### src/rtl/sod_pkg.sv
package sod_pkg;

   localparam int NUM_CLS = 19;
   localparam int CLS_W   = $clog2(NUM_CLS);

   typedef enum logic [CLS_W-1:0] {
      CLS_NOP  = 5'd0,
      CLS_LDC  = 5'd1,
      CLS_LDD  = 5'd2,
      CLS_LDI  = 5'd3,
      CLS_STD  = 5'd4,
      CLS_STI  = 5'd5,
      CLS_MOV  = 5'd6,
      CLS_SETC = 5'd7,
      CLS_CLRC = 5'd8,
      CLS_ADC  = 5'd9,
      CLS_SBC  = 5'd10,
      CLS_CMP  = 5'd11,
      CLS_AND  = 5'd12,
      CLS_OR   = 5'd13,
      CLS_XOR  = 5'd14,
      CLS_ROL  = 5'd15,
      CLS_ROR  = 5'd16,
      CLS_JMP  = 5'd17,
      CLS_HALT = 5'd18
   } cls_e;

   typedef enum logic [2:0] {
      ALU_NONE = 3'd0,
      ALU_ADD  = 3'd1,
      ALU_SUB  = 3'd2,
      ALU_AND  = 3'd3,
      ALU_OR   = 3'd4,
      ALU_XOR  = 3'd5,
      ALU_ROL  = 3'd6,
      ALU_ROR  = 3'd7
   } alu_e;

   typedef enum logic [2:0] {
      JC_NONE   = 3'd0,
      JC_ALWAYS = 3'd1,
      JC_CARRY  = 3'd2,
      JC_OVF    = 3'd3,
      JC_NEG    = 3'd4,
      JC_ZERO   = 3'd5
   } jcond_e;

endpackage

### src/rtl/sod_field_split.sv
module sod_field_split #(
   parameter int OPC_W = 4,
   parameter int REG_W = 2
) (
   input  logic [OPC_W+2*REG_W-1:0] instr_i,
   output logic [OPC_W-1:0]         opc_o,
   output logic [REG_W-1:0]         rd_o,
   output logic [REG_W-1:0]         rs_o,
   output logic                     rd_zero_o,
   output logic                     rs_zero_o
);
   localparam int NFLD    = 2;
   localparam int INSTR_W = OPC_W + NFLD*REG_W;

   logic [REG_W-1:0] fld  [NFLD];
   logic [NFLD-1:0]  zero;

   // field 0 is the source selector, field 1 the destination selector
   for (genvar g = 0; g < NFLD; g++) begin : g_fld
      assign fld[g]  = instr_i[g*REG_W +: REG_W];
      assign zero[g] = ~|fld[g];
   end

   assign opc_o     = instr_i[INSTR_W-1 -: OPC_W];
   assign rs_o      = fld[0];
   assign rd_o      = fld[1];
   assign rs_zero_o = zero[0];
   assign rd_zero_o = zero[1];

endmodule

### src/rtl/sod_class_sel.sv
module sod_class_sel
   import sod_pkg::*;
#(
   parameter int OPC_W = 4
) (
   input  logic [OPC_W-1:0] opc_i,
   input  logic             rd_zero_i,
   input  logic             rs_zero_i,
   output cls_e             cls_o,
   output jcond_e           jcond_o
);
   logic both_zero;
   assign both_zero = rd_zero_i & rs_zero_i;

   always_comb begin
      cls_o   = CLS_NOP;
      jcond_o = JC_NONE;
      case (opc_i)
         4'h0: begin
            if (!rs_zero_i)     cls_o = CLS_LDI;
            else if (rd_zero_i) cls_o = CLS_NOP;
            else                cls_o = CLS_LDD;
         end
         4'h1: cls_o = rd_zero_i ? CLS_STD : CLS_STI;
         4'h2: cls_o = rs_zero_i ? CLS_LDC : CLS_MOV;
         4'h4: begin
            cls_o = both_zero ? CLS_JMP : CLS_CMP;
            if (both_zero) jcond_o = JC_ALWAYS;
         end
         4'h5: begin
            cls_o = both_zero ? CLS_JMP : CLS_ADC;
            if (both_zero) jcond_o = JC_OVF;
         end
         4'h6: begin
            cls_o = both_zero ? CLS_JMP : CLS_SBC;
            if (both_zero) jcond_o = JC_NEG;
         end
         4'h8: begin
            cls_o = both_zero ? CLS_JMP : CLS_AND;
            if (both_zero) jcond_o = JC_ZERO;
         end
         4'h9: cls_o = CLS_OR;
         4'hA: cls_o = CLS_XOR;
         4'hC: begin
            cls_o = rd_zero_i ? CLS_JMP : CLS_ROL;
            if (rd_zero_i) jcond_o = JC_CARRY;
         end
         4'hD: cls_o = rd_zero_i ? CLS_CLRC : CLS_ROR;
         4'hE: cls_o = CLS_SETC;
         4'hF: cls_o = CLS_HALT;
         default: begin
            cls_o   = CLS_NOP;
            jcond_o = JC_NONE;
         end
      endcase
   end

endmodule

### src/rtl/sod_ctrl_map.sv
module sod_ctrl_map
   import sod_pkg::*;
(
   input  cls_e               cls_i,
   output logic [NUM_CLS-1:0] onehot_o,
   output logic               two_word_o,
   output alu_e               alu_o
);
   for (genvar g = 0; g < NUM_CLS; g++) begin : g_hot
      assign onehot_o[g] = (cls_i == cls_e'(g));
   end

   always_comb begin
      case (cls_i)
         CLS_LDC, CLS_LDD, CLS_STD, CLS_JMP: two_word_o = 1'b1;
         default:                            two_word_o = 1'b0;
      endcase
   end

   always_comb begin
      case (cls_i)
         CLS_ADC:          alu_o = ALU_ADD;
         CLS_SBC, CLS_CMP: alu_o = ALU_SUB;
         CLS_AND:          alu_o = ALU_AND;
         CLS_OR:           alu_o = ALU_OR;
         CLS_XOR:          alu_o = ALU_XOR;
         CLS_ROL:          alu_o = ALU_ROL;
         CLS_ROR:          alu_o = ALU_ROR;
         default:          alu_o = ALU_NONE;
      endcase
   end

endmodule

### src/rtl/shared_op_decoder.sv
module shared_op_decoder
   import sod_pkg::*;
#(
   parameter int OPC_W = 4,
   parameter int REG_W = 2
) (
   input  logic [OPC_W+2*REG_W-1:0] instr_i,
   output logic [CLS_W-1:0]         cls_o,
   output logic [NUM_CLS-1:0]       cls_onehot_o,
   output logic                     two_word_o,
   output logic [2:0]               alu_fn_o,
   output logic [2:0]               jcond_o,
   output logic [REG_W-1:0]         rd_idx_o,
   output logic [REG_W-1:0]         rs_idx_o
);
   localparam int INSTR_W = OPC_W + 2*REG_W;

   if (OPC_W != 4) begin : g_bad_opc
      $error("shared_op_decoder: opcode map needs OPC_W of 4");
   end
   if (REG_W < 1) begin : g_bad_reg
      $error("shared_op_decoder: REG_W must be at least 1");
   end
   if (INSTR_W < 6) begin : g_bad_instr
      $error("shared_op_decoder: instruction word too narrow");
   end

   logic [OPC_W-1:0] opc;
   logic [REG_W-1:0] rd, rs;
   logic             rd_zero, rs_zero;
   cls_e             cls;
   jcond_e           jcond;
   alu_e             alu;

   sod_field_split #(.OPC_W(OPC_W), .REG_W(REG_W)) split_i (
      .instr_i   (instr_i),
      .opc_o     (opc),
      .rd_o      (rd),
      .rs_o      (rs),
      .rd_zero_o (rd_zero),
      .rs_zero_o (rs_zero)
   );

   sod_class_sel #(.OPC_W(OPC_W)) sel_i (
      .opc_i     (opc),
      .rd_zero_i (rd_zero),
      .rs_zero_i (rs_zero),
      .cls_o     (cls),
      .jcond_o   (jcond)
   );

   sod_ctrl_map map_i (
      .cls_i      (cls),
      .onehot_o   (cls_onehot_o),
      .two_word_o (two_word_o),
      .alu_o      (alu)
   );

   assign cls_o    = cls;
   assign alu_fn_o = alu;
   assign jcond_o  = jcond;
   assign rd_idx_o = rd;
   assign rs_idx_o = rs;

endmodule

### config.mk
export PLATFORM = sky130hd
export DESIGN_NAME = shared_op_decoder
export DESIGN_NICKNAME = d
export VERILOG_FILES = /design/src/rtl/sod_pkg.sv /design/src/rtl/sod_field_split.sv /design/src/rtl/sod_class_sel.sv /design/src/rtl/sod_ctrl_map.sv /design/src/rtl/shared_op_decoder.sv
export SDC_FILE = /design/constraint.sdc
export NUM_CORES = 1
export LEC_CHECK = 0
export BUFFER_PORTS_ARGS = -buffer_cell sky130_fd_sc_hd__buf_4
export CORE_MARGIN = 5
export CORE_UTILIZATION = 26
export DETAILED_ROUTE_END_ITERATION = 6
export GPL_TIMING_DRIVEN = 1
export PLACE_DENSITY = 0.5
export REMOVE_ABC_BUFFERS = 1
export SLEW_MARGIN = 0
export SYNTH_ARGS = -nofsm -noshare
export SYNTH_HDL_FRONTEND = slang
export SYNTH_SLANG_ARGS = --single-unit
export TNS_END_PERCENT = 100
### constraint.sdc
create_clock -name vclk -period 7.1
set_input_delay 1.065 -clock vclk [all_inputs]
set_output_delay 1.065 -clock vclk [all_outputs]
set_load 0.01 [all_outputs]
==> tab_implementation.tex <==
\begin{tabular}{lr}
\hline
Metric & Value \\
\hline
\multicolumn{2}{l}{\textbf{Floorplanning}} \\
Total I/O pin count & 43 \\
Standard-cell row count & 20 \\
Area inside the core boundary & 2980 sq um \\
Effective utilization at floorplan & 0.265 \\
Die Span Y & 65.1 microns \\
Die X & 65.1 microns \\
Area of the die & 4230 sq um \\
\multicolumn{2}{l}{\textbf{Min path}} \\
Worst hold path type & input pin to primary output \\
Hold-critical path depth & 2 \\
\multicolumn{2}{l}{\textbf{Worst setup path}} \\
Type of element launching the critical path & input pin \\
Critical path depth & 9 \\
Most frequent CP cell & buf\_4 \\
Crit end category & primary output \\
Last element of the critical path & two\_word\_o \\
Crit path buf inv count & 3 \\
Critical-path cell list & buf\_4, nor2\_1, and3\_1, nor3\_1, o32ai\_1, ha\_1, inv\_1, o311ai\_0, buf\_4 \\
Dominant delay contributor by cell family on the critical path & compound AO/OA/AOI/OAI gates \\
Max incr delay on CP & 0.53 ns \\
Arrival time reported for the critical path endpoint & 3.31 ns \\
Setup CP Type & input pin to primary output \\
Required time of the critical path & 6.03 ns \\
Slowest stage cell, crit path & o32ai\_1 \\
Worst-path maximum fanout & 8 \\
Crit path launch & instr\_i[1] \\
\multicolumn{2}{l}{\textbf{Power}} \\
Largest voltage drop on the vdd net & 0.0000285 V \\
Lkg Pwr & 0.000498 uW \\
Ratio of total power to cell area & 69.5 nW/um\^{}2 \\
\multicolumn{2}{l}{\textbf{Clocking}} \\
Post-CTS sizing & 0 \\
Post-CTS Repair Setup Buffers & 0 \\
Hold-fix buffers at CTS & 0 \\
\multicolumn{2}{l}{\textbf{Layout}} \\
Number of sequential storage elements & 0 \\
Most common library cell in the layout ignoring fill and taps & buf\_4 \\
Share of post-route cells with drive strength above 1 & 0.289 \\
Synthesis-to-finish area growth & 37.3\% \\
Count of clock buffers in the final design & 0 \\
Total area of sequential cells & 0 sq um \\
Post-layout net count & 174 \\
Post-route standard cell area excluding fillers & 1080 sq um \\
Core Util, Final & 0.363 \\
Most frequent cells in the layout & buf\_4 (43), nor2\_1 (21), nor3\_1 (9), a21oi\_1 (9), inv\_1 (8) \\
Antenna cells & 0 \\
\multicolumn{2}{l}{\textbf{Synth}} \\
Yosys synthesis warning count & 0 \\
Distinct cells, synth & 41 \\
Post-synthesis instance area & 788 sq um \\
Synth Instances & 130 \\
Fraction of the yosys area taken by sequential cells & 0 \\
Syn Area/Cell & 6.06 sq um \\
\multicolumn{2}{l}{\textbf{Drt}} \\
Iteration count of the initial detailed-routing pass & 4 \\
Count of vias placed by the detailed router & 1009 \\
Total Wirelength & 2.87 mm \\
Routed wire length per instance & 15.0 microns \\
Starting DRT DRC Count & 39 \\
DR DRC count & 0 \\
Post-route antenna net violation count & 0 \\
Via-per-instance ratio & 5.26 \\
\multicolumn{2}{l}{\textbf{Run status}} \\
Outcome & finished clean \\
\multicolumn{2}{l}{\textbf{Global route}} \\
Largest net degree at the start of global routing & 27 \\
First-pass GRT wire length & 4.71 mm \\
Gr usage total & 0.132 \\
Total overflow reported by the global router & 0 \\
Antenna violations before repair & 0 \\
Vias in the first global route & 973 \\
\multicolumn{2}{l}{\textbf{STA}} \\
RSZ-0062 raised after global routing & false \\
Maximum operating frequency & 0.229 GHz \\
Final critical-path share of the clock period & 0.616 \\
Final-layout setup total negative slack & 0 ns \\
Worst-margin pin slew & 0.734 ns \\
Number of hold-slack violations in the final timing report & 0 \\
Final critical delay including setup and external delays & 4.37 ns \\
Worst max-slew margin expressed relative to the limit & 0.507 \\
Final setup vio count & 0 \\
Final Max Slew Viols & 0 \\
\multicolumn{2}{l}{\textbf{Place}} \\
Dpl hpwl & 2.24 mm \\
Area post-placement & 1080 sq um \\
Final Wtd Congestion & 0.751 \\
Port Buffer Count & 43 \\
\multicolumn{2}{l}{\textbf{Job}} \\
Max-capacitance violation count & 0 \\
\hline
\end{tabular}
-- cells in the mapped netlist, drive strengths merged --
master,instances,area share
and3,2,0.016
or4,2,0.019
a2111oi,1,0.011
o21ba,1,0.013
o32ai,2,0.022
o311ai,3,0.033
nand3,2,0.013
o31a,1,0.011
buf,8,0.060
o21ai,7,0.044
mux2i,1,0.013
nand2b,6,0.048
a32o,1,0.013
o211ai,3,0.029
a21o,2,0.019
ha,5,0.079
o41ai,1,0.011
inv,8,0.038
nor3,9,0.057
nand3b,1,0.0095
a211oi,2,0.019
o32a,2,0.041
a221oi,1,0.011
nor2,21,0.10
a21oi,10,0.078
and2,2,0.016
o22ai,1,0.0079
o21bai,2,0.019
clkbuf,6,0.029
or3,1,0.0079
nor2b,3,0.024
o21a,1,0.0095
nand2,7,0.033
o31ai,1,0.0095
nor4,2,0.016
a211o,1,0.011
nor3b,1,0.0095
-- cell type report --
cell class	instances	area, sq um
Multi-Input combinational cell	108	688
Timing Repair Buffer	43	323
Inverter	8	30.0
Tap cell	33	41.3
Fill cell	326	1900
-- metal layers --
metal,GRT usage,wire length (microns)
met1,0.185,1300
met2,0.238,1490
met3,0.00693,83
met4,0,0
met5,0,0
-- kinds of logic (layout without fill, tap and decap cells) --
kind of cell | Yosys count | after routing | share of synthesized area
simple gates | 59 | 59 | 0.368
fa+ha+maj | 5 | 5 | 0.0794
compound gates | 43 | 43 | 0.413
buf+inv | 22 | 51 | 0.127
mux | 1 | 1 | 0.0127
-- worst min path at each step --
stage                   to        from  slack, ns
6_report       rs_idx_o[0]  instr_i[0]       2.37
5_1_grt        rs_idx_o[0]  instr_i[0]       2.38
4_1_cts        rs_idx_o[0]  instr_i[0]       2.37
3_5_place_dp   rs_idx_o[0]  instr_i[0]       2.37
3_3_place_gp   rs_idx_o[0]  instr_i[0]       2.36
2_1_floorplan  rd_idx_o[0]  instr_i[2]       2.13
-- report_power, final --
part | internal [uW] | switching, uW | total [uW]
sequential | 0 | 0 | 0
combinational | 31.8 | 43.4 | 75.2
clock | 0 | 0 | 0
-- per-stage QoR --
step	hold slack (ns)	std cells	setup WS (ns)	total power, uW
6_report	2.37	192	2.73	75.2
4_1_cts	2.37	192	2.70	75.7
3_3_place_gp	2.36	192	2.73	76.0
3_5_place_dp	2.37	192	2.70	75.5
5_1_grt	2.38	192	2.43	83.4
2_1_floorplan	2.13	116	3.02	38.2
Power figures use the tool's default switching activity.
